[src/rtl/link_pwr_pkg.sv]
package link_pwr_pkg;

    typedef enum logic [1:0] {
        ST_PWRDN  = 2'd0,
        ST_ACQ    = 2'd1,
        ST_LOCKED = 2'd2,
        ST_SLEEP  = 2'd3
    } pwr_state_e;

endpackage

[src/rtl/link_stream_mon.sv]
module link_stream_mon #(
    parameter int STOP_SLOTS  = 8,
    parameter int START_SLOTS = 4
) (
    input  logic clk,
    input  logic rst_n,
    input  logic slot_vld_i,
    input  logic bits_ok_i,
    output logic stream_up_o,
    output logic stop_evt_o
);

    localparam int BW = $clog2(STOP_SLOTS + 1);
    localparam int GW = $clog2(START_SLOTS + 1);
    localparam logic [BW-1:0] BAD_SAT   = BW'(STOP_SLOTS);
    localparam logic [BW-1:0] BAD_LAST  = BW'(STOP_SLOTS - 1);
    localparam logic [GW-1:0] GOOD_SAT  = GW'(START_SLOTS);
    localparam logic [GW-1:0] GOOD_LAST = GW'(START_SLOTS - 1);

    typedef struct packed {
        logic [BW-1:0] bad;
        logic [GW-1:0] good;
        logic          up;
        logic          stop;
    } mon_t;

    mon_t mon_d, mon_q;

    always_comb begin
        mon_d      = mon_q;
        mon_d.stop = 1'b0;
        if (slot_vld_i) begin
            if (bits_ok_i) begin
                mon_d.bad = '0;
                if (mon_q.good != GOOD_SAT) mon_d.good = mon_q.good + 1'b1;
                if (mon_q.good == GOOD_LAST) mon_d.up = 1'b1;
            end else begin
                mon_d.good = '0;
                if (mon_q.bad != BAD_SAT) mon_d.bad = mon_q.bad + 1'b1;
                if (mon_q.bad == BAD_LAST && mon_q.up) begin
                    mon_d.up   = 1'b0;
                    mon_d.stop = 1'b1;
                end
            end
        end
    end

    always_ff @(posedge clk or negedge rst_n) begin
        if (!rst_n) mon_q <= '0;
        else        mon_q <= mon_d;
    end

    assign stream_up_o = mon_q.up;
    assign stop_evt_o  = mon_q.stop;

endmodule

[src/rtl/link_lock_qual.sv]
module link_lock_qual #(
    parameter int LOCK_CYC = 16
) (
    input  logic clk,
    input  logic rst_n,
    input  logic cdr_lock_i,
    output logic lock_ok_o
);

    localparam int CW = $clog2(LOCK_CYC + 1);
    localparam logic [CW-1:0] CNT_SAT = CW'(LOCK_CYC);

    typedef struct packed {
        logic [CW-1:0] cnt;
    } qual_t;

    qual_t qual_d, qual_q;

    always_comb begin
        qual_d = qual_q;
        if (!cdr_lock_i)                 qual_d.cnt = '0;
        else if (qual_q.cnt != CNT_SAT)  qual_d.cnt = qual_q.cnt + 1'b1;
    end

    always_ff @(posedge clk or negedge rst_n) begin
        if (!rst_n) qual_q <= '0;
        else        qual_q <= qual_d;
    end

    assign lock_ok_o = (qual_q.cnt == CNT_SAT);

endmodule

[src/rtl/link_pwr_fsm.sv]
module link_pwr_fsm
    import link_pwr_pkg::*;
(
    input  logic       clk,
    input  logic       rst_n,
    input  logic       pwr_en_i,
    input  logic       auto_det_i,
    input  logic       stream_up_i,
    input  logic       stop_evt_i,
    input  logic       lock_ok_i,
    output pwr_state_e state_o,
    output logic       cfg_rst_o
);

    typedef struct packed {
        pwr_state_e st;
        logic       cfg_rst;
    } fsm_t;

    fsm_t fsm_d, fsm_q;

    always_comb begin
        fsm_d = fsm_q;
        unique case (fsm_q.st)
            ST_PWRDN: begin
                if (pwr_en_i && (!auto_det_i || stream_up_i)) fsm_d.st = ST_ACQ;
            end
            ST_ACQ: begin
                if (stop_evt_i)     fsm_d.st = auto_det_i ? ST_PWRDN : ST_SLEEP;
                else if (lock_ok_i) fsm_d.st = ST_LOCKED;
            end
            ST_LOCKED: begin
                if (stop_evt_i)      fsm_d.st = auto_det_i ? ST_PWRDN : ST_SLEEP;
                else if (!lock_ok_i) fsm_d.st = ST_ACQ;
            end
            ST_SLEEP: begin
                if (stream_up_i) fsm_d.st = ST_ACQ;
            end
            default: fsm_d.st = ST_PWRDN;
        endcase
        if (!pwr_en_i) fsm_d.st = ST_PWRDN;
        fsm_d.cfg_rst = (fsm_d.st == ST_PWRDN) && (fsm_q.st != ST_PWRDN);
    end

    always_ff @(posedge clk or negedge rst_n) begin
        if (!rst_n) begin
            fsm_q.st      <= ST_PWRDN;
            fsm_q.cfg_rst <= 1'b0;
        end else begin
            fsm_q <= fsm_d;
        end
    end

    assign state_o   = fsm_q.st;
    assign cfg_rst_o = fsm_q.cfg_rst;

endmodule

[src/rtl/link_pwr_ctrl.sv]
module link_pwr_ctrl
    import link_pwr_pkg::*;
#(
    parameter int STOP_SLOTS  = 8,
    parameter int START_SLOTS = 4,
    parameter int LOCK_CYC    = 16
) (
    input  logic       clk,
    input  logic       rst_n,
    input  logic       pwr_en_i,
    input  logic       auto_det_i,
    input  logic       word_vld_i,
    input  logic       clk_bits_ok_i,
    input  logic       cdr_lock_i,
    input  logic       oss_strap_i,
    input  logic       oss_ovr_en_i,
    input  logic       oss_ovr_val_i,
    output logic [1:0] state_o,
    output logic       lock_o,
    output logic       lock_oe_o,
    output logic       out_low_o,
    output logic       out_hiz_o,
    output logic       cfg_rst_o,
    output logic       cfg_keep_o
);

    logic       stream_up;
    logic       stop_evt;
    logic       lock_ok;
    pwr_state_e cur_st;
    logic       oss_sel;
    logic       force_out;

    link_stream_mon #(
        .STOP_SLOTS (STOP_SLOTS),
        .START_SLOTS(START_SLOTS)
    ) i_mon (
        .clk        (clk),
        .rst_n      (rst_n),
        .slot_vld_i (word_vld_i),
        .bits_ok_i  (clk_bits_ok_i),
        .stream_up_o(stream_up),
        .stop_evt_o (stop_evt)
    );

    link_lock_qual #(
        .LOCK_CYC(LOCK_CYC)
    ) i_qual (
        .clk       (clk),
        .rst_n     (rst_n),
        .cdr_lock_i(cdr_lock_i),
        .lock_ok_o (lock_ok)
    );

    link_pwr_fsm i_fsm (
        .clk        (clk),
        .rst_n      (rst_n),
        .pwr_en_i   (pwr_en_i),
        .auto_det_i (auto_det_i),
        .stream_up_i(stream_up),
        .stop_evt_i (stop_evt),
        .lock_ok_i  (lock_ok),
        .state_o    (cur_st),
        .cfg_rst_o  (cfg_rst_o)
    );

    always_comb begin
        oss_sel    = oss_ovr_en_i ? oss_ovr_val_i : oss_strap_i;
        force_out  = (cur_st != ST_LOCKED);
        state_o    = cur_st;
        lock_o     = (cur_st == ST_LOCKED);
        lock_oe_o  = (cur_st != ST_PWRDN);
        cfg_keep_o = (cur_st == ST_SLEEP);
        out_low_o  = force_out && !oss_sel;
        out_hiz_o  = force_out && oss_sel;
    end

endmodule

[config.mk]
export PLATFORM = sky130hd
export DESIGN_NAME = link_pwr_ctrl
export DESIGN_NICKNAME = d
export VERILOG_FILES = /design/src/rtl/link_pwr_pkg.sv /design/src/rtl/link_stream_mon.sv /design/src/rtl/link_lock_qual.sv /design/src/rtl/link_pwr_fsm.sv /design/src/rtl/link_pwr_ctrl.sv
export SDC_FILE = /design/constraint.sdc
export NUM_CORES = 1
export LEC_CHECK = 0
export BUFFER_PORTS_ARGS = -buffer_cell sky130_fd_sc_hd__buf_2
export CORE_MARGIN = 5
export CORE_UTILIZATION = 53
export CTS_BUF_LIST = sky130_fd_sc_hd__clkbuf_16
export CTS_CLUSTER_SIZE = 12
export DETAILED_ROUTE_END_ITERATION = 8
export GPL_ROUTABILITY_DRIVEN = 0
export PLACE_DENSITY = 0.76
export SYNTH_ARGS = -nofsm -noshare
export SYNTH_HDL_FRONTEND = slang
export SYNTH_SLANG_ARGS = --single-unit
[constraint.sdc]
create_clock -name clk -period 1.6 [get_ports clk]
set_clock_uncertainty 0.1 [all_clocks]
set_input_delay 0.16 -clock clk [delete_from_list [all_inputs] [get_ports clk]]
set_output_delay 0.16 -clock clk [all_outputs]
set_load 0.05 [all_outputs]
# Word-level counts from Yosys, hierarchy flattened
# Cells that the tools add are included.
# Widths: inputs -> output; s select.
[totals]
reg_bits = 17
output_inout_bits = 8
inputBits = 10
elab_cells = 58
[classes]
muxes = 19
n_reduce_logical = 16
eq_ne = 13
n_addsub = 3
[ops]
columns = ["operator", "n"]
rows = [
  ["$mux 2", 9],
  ["$mux 5", 2],
  ["$mux 8", 1],
  ["$pmux 2 s4", 1],
  ["$ne 2x1->1 const B", 3],
  ["$reduce_bool 2->1", 3],
  ["$add 5x1->5 const B", 1],
  ["$eq 5x5->1 const B", 1],
  ["$logic_and 1x1->1", 5],
  ["$ne 5x5->1 const B", 1],
  ["$add 4x1->4 const B", 1],
  ["$eq 2x2->1 const B", 2],
  ["$eq 4x3->1 const B", 1],
  ["$logic_not 2->1", 2],
  ["$mux 1", 4],
  ["$mux 4", 1],
  ["$ne 4x4->1 const B", 1],
  ["$reduce_and 2->1", 2],
  ["$add 3x1->3 const B", 1],
  ["$eq 3x2->1 const B", 1],
  ["$mux 3", 1],
  ["$ne 3x3->1 const B", 1],
  ["$reduce_and 3->1", 1],
  ["$eq 2x1->1 const B", 1],
  ["3 further kinds", 4],
]

# Depth between registers and ports, before layout
# Gate-level depths: netlist of the first run.
[depth]
depth_word = 8
ltp_mapped = 5
depth_no_buf = 5

# By module
# From an unflattened synthesis of the first run, not the netlist that was laid out.
[hier_totals]
hier_cells = 101
hier_area_um2 = 1002.2
[modules_own_cells]
columns = ["module", "cells_per_inst", "instances", "area_per_inst_um2", "seq_area_each_um2"]
rows = [
  ["link_stream_mon", 52, 1, 521.8, 225.2],
  ["link_lock_qual", 27, 1, 279.0, 125.1],
  ["link_pwr_fsm", 16, 1, 160.2, 75.1],
  ["link_pwr_ctrl", 6, 1, 41.3, 0.0],
]

# Worst setup path after synthesis of the first run
# No wires, ideal clock.
[synth_path]
kind = "register -> output"
start = "register i_fsm.fsm_q, in the netlist i_fsm.state_o[1]"
end = "output port out_hiz_o"
setup_slack_ps = -694
required_time_ps = 1340
path_buffers = 0
stages_incl_launch_ff = 3
arrival_time_ps = 2034
path_cell_list = "dfrtp_1 nor2b_1 nor2_1"
[synth_between]
elab_chain_cells = 2
[synth_lines]
columns = ["item", "line_no", "source"]
rows = [
  ["from (decl)", "link_pwr_fsm.sv:20", "fsm_t fsm_d, fsm_q;"],
  ["from (signal assigned)", "link_pwr_fsm.sv:50", "fsm_q <= fsm_d;"],
  ["$ne 2x2->1", "link_pwr_ctrl.sv:69", "force_out = (cur_st != ST_LOCKED);"],
  ["$logic_and 1x1->1", "link_pwr_ctrl.sv:75", "out_hiz_o = force_out && oss_sel;"],
  ["to (decl)", "link_pwr_ctrl.sv:22", "output logic out_hiz_o,"],
]
# No other way between the ends.

# Worst setup path in the final report of the first run
[layout_path]
start = "register i_fsm.fsm_q, in the netlist i_fsm.state_o[0]"
end = "output port lock_oe_o"
[layout_between]
elab_chain_cells = 1
[layout_lines]
columns = ["item", "line_no", "source"]
rows = [
  ["$reduce_bool 2->1", "link_pwr_ctrl.sv:72", "lock_oe_o = (cur_st != ST_PWRDN);"],
  ["to (decl)", "link_pwr_ctrl.sv:20", "output logic lock_oe_o,"],
]
# No other way between the ends.

==> flow_summary.json, run 1 <==
{
  "status": "finished clean",
  "synth_cell_types": 30,
  "viasPerCell": 5.153,
  "synth-async-reset-ratio": 1.000,
  "setup_tns_ns": 0,
  "crit_fanout": 8,
  "netSwitchingFraction": 0.3097,
  "root_buffer": "clkbuf_16",
  "grt_max_degree": 18,
  "route.detailed.drc": 0,
  "whs_endpoint": "i_fsm.cfg_rst_o",
  "fillers": 141,
  "p_leak_uw": 0.0006069,
  "seqPwrFrac": 0.410,
  "power.internal_uw": 1034,
  "worstReg2RegEnd": "i_qual.qual_q[1]",
  "ctsResizeCount": 0,
  "cellPowerDensity_nw_per_um2": 1240,
  "syn_to_final_growth_pct": 21.20,
  "cp.arrival_ns": 1.26,
  "period_needed_ns": 1.518,
  "dpl.hpwl_um": 1386,
  "synthMostInstantiatedCell": "dfrtp_1",
  "cts_hold_buffers": 1,
  "yosys.area.top_type": "dfrtp_1",
  "grt_pass1_wl_um": 3070,
  "r2r_setup_slack_ns": 0.19,
  "rsz0062_at_grt": "no",
  "r2r-start": "i_qual.qual_q[0]",
  "clock_sinks": 17,
  "ys.flop_type": "dfrtp_1",
  "cp-end-kind": "primary output",
  "hp-class": "input pin to flip-flop",
  "core_area_um2": 1764,
  "seq_area_frac_synth": 0.4266,
  "start_util": 0.5652,
  "yosys_warnings": 0,
  "worst_skew_pair.late_latency_ns": 0.25,
  "r2r_cells": 5,
  "dieArea_um2": 2849,
  "drt_pass1_iterations": 4,
  "min_path_cells": 2,
  "die_w_um": 53.38,
  "tritoncts": "built",
  "routed_wl_um": 1804,
  "worst-slew-pin-transition_ns": 0.3758,
  "place_ws_ns": 0.2011,
  "layout-drive-gt1-share": 0.2689,
  "place_area_um2": 1119,
  "syn-num-nets": 116,
  "cts_buffers": 3,
  "synth.area.top_cells": "dfrtp_1 43%, ha_1 8.8%, nor2b_1 5.0%",
  "finalNetCount": 137,
  "wl_per_cell_um": 12.53,
  "cp.required_ns": 1.34,
  "ant_nets": 0,
  "vias": 742,
  "cts-htree-levels": 1,
  "path_class": "flip-flop to primary output",
  "power_frac_clock": 0.332,
  "synth-seq-cells": 17,
  "die_h_um": 53.38,
  "fin_crit_sh": 0.9488,
  "syn_area_um2": 997.2,
  "drv_slew": 0,
  "grt_usage": 0.1504,
  "drv_cap": 0,
  "hold_viol": 0,
  "synth.top_cell.area_share": 0.4266,
  "final-setup-viol-count": 0,
  "peakVddDrop_mv": 0.7551,
  "postSynthAreaPerCell_um2": 10.07,
  "synthCells": 99,
  "cts_setup_buffers": 0,
  "synth_edf_count": 0,
  "drt-initial-drc-count": 10,
  "antenna_found_initial": 0,
  "grt_pass1_vias": 733,
  "rows": 15,
  "worst_hold_slack_ns": 0.03080,
  "worstSetupStartpointType": "flip-flop",
  "maxSlewHeadroom": 0.7494,
  "total_power_uw": 1499,
  "portBuffers": 17,
  "io_pins": 18,
  "power_switching_uw": 464.2,
  "path_clk_slew_ns": 0.05,
  "ys_top_cells_by_count": "17 x dfrtp_1, 10 x inv_1, 8 x nor2b_1",
  "combinationalPowerShare": 0.258,
  "worstHoldStart": "pwr_en_i",
  "fin_area_um2": 1209,
  "antenna_cells": 0,
  "clockBufferDepth": 2,
  "max_freq_mhz": 658.7,
  "layout_setup_ws_ns": 0.08185,
  "grt_overflow": 0
}
area by class of cell:
class	count	area, µm²	area share
clock buffers	3	75.07	0.06211
clock inverters	1	5.005	0.004141
inverters	10	37.54	0.03106
multi-input cells	70	536.8	0.4441
flip-flops and latches	17	427.9	0.3540
well taps	25	31.28	0.02588
repair buffers	18	95.09	0.07867
state kept, by name, indices dropped and copies added, names as in the netlist:
name and cells:
i_mon.stop_evt_o 1, i_fsm.cfg_rst_o 1, i_qual.qual_q 5, i_mon.stream_up_o 1, i_mon.mon_q 7, i_fsm.state_o 2
placed cells by master, fill, tap and decap left out, types with 4 or more instances in the layout:
master | synthesis | final
buf_2 | 2 | 17
xnor2_1 | 4 | 4
dfrtp_1 | 17 | 15
nor2_1 | 6 | 5
nand3_1 | 7 | 7
nand2_1 | 7 | 7
inv_1 | 10 | 10
ha_1 | 7 | 7
nor2b_1 | 8 | 6
power by group through the flow:
stage	combinational [µW]	clock (µW)	sequential, µW
final	387	497	615
after global routing	433	526	631
after CTS	392	508	616
after detailed placement	387	0	621
after global placement	374	0	614
after floorplan	293	0	616
logic make-up (layout without fill, tap and decap cells):
logic type | count (synthesis) | count (layout) | share of synthesized area
adder cells (fa/ha/maj) | 7 | 7 | 0.08783
multiplexers | 5 | 5 | 0.05646
XOR/XNOR | 5 | 5 | 0.04391
AO/OA/AOI/OAI | 15 | 15 | 0.1129
AND/OR/NAND/NOR | 38 | 38 | 0.2246
flip-flops | 17 | 17 | 0.4266
buffers and inverters | 12 | 32 | 0.04768
layer usage:
layer / vias up / part of all wire / GRT usage / wire length (µm)
met5: - / 0 / 0 / 0
met4: 0 / 0.018 / 0.07660 / 32
met3: 4 / 0.051 / 0.03380 / 92
met2: 14 / 0.50 / 0.2592 / 896
met1: 343 / 0.43 / 0.1710 / 783
li1: 381 / - / - / -
critical path, cell delays in order (launching register included):
cell and delay, ns:
dfrtp_2 0.46, or2_2 0.33, buf_2 0.22
through the flow:
step | utilization | std cells
final | 0.6851 | 144
after global routing | 0.6851 | 144
after CTS | 0.6851 | 144
after detailed placement | 0.6340 | 139
after global placement | 0.6340 | 139
after floorplan | - | 99
worst max-delay path by stage:
| stage | from | end | cells past startpoint |
|---|---|---|---|
| after global routing | i_fsm.state_o[0] | lock_oe_o | 2 |
| after detailed placement | i_mon.mon_q[6] | i_mon.mon_q[6] | 5 |
| after CTS | i_fsm.state_o[0] | lock_oe_o | 2 |
| final | i_fsm.state_o[0] | lock_oe_o | 2 |
| after global placement | i_mon.mon_q[6] | i_mon.mon_q[6] | 5 |
| after floorplan | i_fsm.state_o[1] | out_low_o | 2 |
(Power assumes the default switching activity.)
==> run 2, diff against run 1 <==
Settings changed: ABC_AREA set to 1, PLACE_DENSITY 0.76 to 0.77.
==> flow_summary.json, run 2 <==
{
  "ys_top_cells_by_count": "25 x nand2_1, 22 x inv_1, 17 x dfrtp_1",
  "dieArea_um2": 2695,
  "clockBufferDepth": 2,
  "cts_setup_buffers": 0,
  "ys.flop_type": "dfrtp_1",
  "clock_sinks": 17,
  "grt_pass1_wl_um": 3222,
  "synth.top_cell.area_share": 0.4570,
  "synth.area.top_cells": "dfrtp_1 46%, nand2_1 10%, ha_1 9.4%",
  "layout-drive-gt1-share": 0.2230,
  "met3_length_um": 108,
  "fin_crit_sh": 0.8958,
  "r2r_setup_slack_ns": 0.26,
  "largest_register": "i_mon.mon_q",
  "cp-end-kind": "primary output",
  "cellPowerDensity_nw_per_um2": 1138,
  "whs_endpoint": "i_mon.stop_evt_o",
  "synth_cell_types": 17,
  "synthCells": 117,
  "route.met2.wl_um": 756,
  "grt_usage": 0.1637,
  "tritoncts": "built",
  "drt-initial-drc-count": 6,
  "synthMostInstantiatedCell": "nand2_1",
  "synth_edf_count": 0,
  "worstHoldStart": "clk_bits_ok_i",
  "total_power_uw": 1298,
  "largest_register_ffs": 7,
  "crit_fanout": 5,
  "drv_cap": 0,
  "viasPerCell": 5.135,
  "portBuffers": 17,
  "rows": 15,
  "syn_area_um2": 930.9,
  "path_class": "flip-flop to primary output",
  "ctsResizeCount": 0,
  "routed_wl_um": 1747,
  "yosys_warnings": 0,
  "grt_pass1_vias": 793,
  "rsz0062_at_grt": "no",
  "seq_area_frac_synth": 0.4570,
  "final-setup-viol-count": 0,
  "ant_nets": 0,
  "worstSetupStartpointType": "flip-flop",
  "grt_max_degree": 18,
  "min_path_cells": 2,
  "yosys.area.top_type": "dfrtp_1",
  "cts_buffers": 3,
  "period_needed_ns": 1.433,
  "worstReg2RegEnd": "i_fsm.cfg_rst_o",
  "worst_skew_pair.late_latency_ns": 0.25,
  "p_leak_uw": 0.0006199,
  "wl_per_cell_um": 11.20,
  "worst-slew-pin-transition_ns": 0.3875,
  "peakVddDrop_mv": 0.8268,
  "maxSlewHeadroom": 0.7417,
  "start_util": 0.5511,
  "highest_layer": "met4",
  "syn_to_final_growth_pct": 22.58,
  "layout_common_cells": "25 x nand2_1, 23 x inv_1, 17 x buf_2",
  "route.detailed.drc": 0,
  "dp.cells": 151,
  "grt_overflow": 0,
  "vias": 801,
  "cp.required_ns": 1.34,
  "finalNetCount": 157,
  "drv_slew": 0,
  "drt_pass1_iterations": 4,
  "root_buffer": "clkbuf_16",
  "cts-htree-levels": 1,
  "wl_met1_um": 830,
  "fillers": 134,
  "r2r-start": "i_qual.qual_q[0]",
  "antenna_found_initial": 0,
  "max_freq_mhz": 697.7,
  "antenna_cells": 0,
  "hp-class": "input pin to flip-flop",
  "syn-num-nets": 134,
  "die_h_um": 51.91,
  "die_w_um": 51.91,
  "hold_viol": 0,
  "stdcell_count": 156,
  "dpl.hpwl_um": 1333,
  "io_pins": 18,
  "status": "finished clean",
  "core_area_um2": 1689,
  "synth-async-reset-ratio": 1.000,
  "postSynthAreaPerCell_um2": 7.956,
  "setup_tns_ns": 0,
  "cp.arrival_ns": 1.17,
  "r2r_cells": 9,
  "synth-seq-cells": 17,
  "final_common_cell": "nand2_1",
  "path_clk_slew_ns": 0.05
}
## run 2: cell types whose count changed in the layout (fill, tap and decap cells not counted), moves of 5 or more
cell / before / now
o21ai_0: 3 / 8
nor2b_1: 6 / 0
nand2_1: 7 / 25
inv_1: 10 / 23
## run 2: worst max-delay path by stage
stage	from	endpoint	depth (start not counted)
after floorplan	i_fsm.state_o[0]	i_fsm.cfg_rst_o	5
after global placement	i_qual.qual_q[0]	i_fsm.cfg_rst_o	9
after detailed placement	i_qual.qual_q[0]	i_fsm.cfg_rst_o	9
after CTS	i_fsm.state_o[1]	out_hiz_o	4
after global routing	i_fsm.state_o[1]	out_low_o	4
final	i_fsm.state_o[1]	out_hiz_o	4
## run 2: per-layer routing
layer / up-vias / global-route usage
met4: 0 / 0.09170
li1: 409 / -
met2: 23 / 0.2448
met5: - / 0
met3: 7 / 0.04298
met1: 362 / 0.2123
## run 2: through the flow
stage	utilization	hold WS [ns]	setup WS, ns	instance area, µm²
after floorplan	-	-0.2356	0.09616	945.9
after global placement	0.6230	-0.0001016	0.3184	1052
after detailed placement	0.6230	0.005295	0.2747	1052
after CTS	0.6756	0.06853	0.1599	1141
after global routing	0.6756	0.1000	0.1163	1141
final	0.6756	0.07480	0.1668	1141
## run 2: kinds of logic after synthesis
logic type,count (synthesis),share of synthesized area
flops,17,0.4570
compound gates,14,0.08065
fa+ha+maj,7,0.09408
buf+inv,25,0.1008
simple gates,50,0.2298
xor+xnor,4,0.03764
## run 2: layout make-up
cell class / instances / area, µm² / share of cell area
multi-input combinational: 75 / 424.2 / 0.3717
clock inverter: 1 / 3.754 / 0.003289
timing repair buffer: 18 / 95.09 / 0.08333
sequential: 17 / 427.9 / 0.3750
inverter: 25 / 93.84 / 0.08224
tap: 17 / 21.27 / 0.01864
clock buffer: 3 / 75.07 / 0.06579
## run 2: timing repair
action	4_1_cts	5_1_grt
setup endpoints to repair	0	0
hold buffers	1	0
endpoints found under the hold margin	17	0
## run 2: where the power goes
group          leakage [µW]  switching [µW]  internal, µW
logic              0.000359             178          89.9
registers          0.000218            44.0           491
clock network     0.0000423             163           332
## run 2: worst max-delay path, cell delays in order (launching register included)
cell	delay (ns)
dfrtp_2	0.43
inv_1	0.10
nor2_4	0.05
nor2_2	0.09
buf_2	0.26
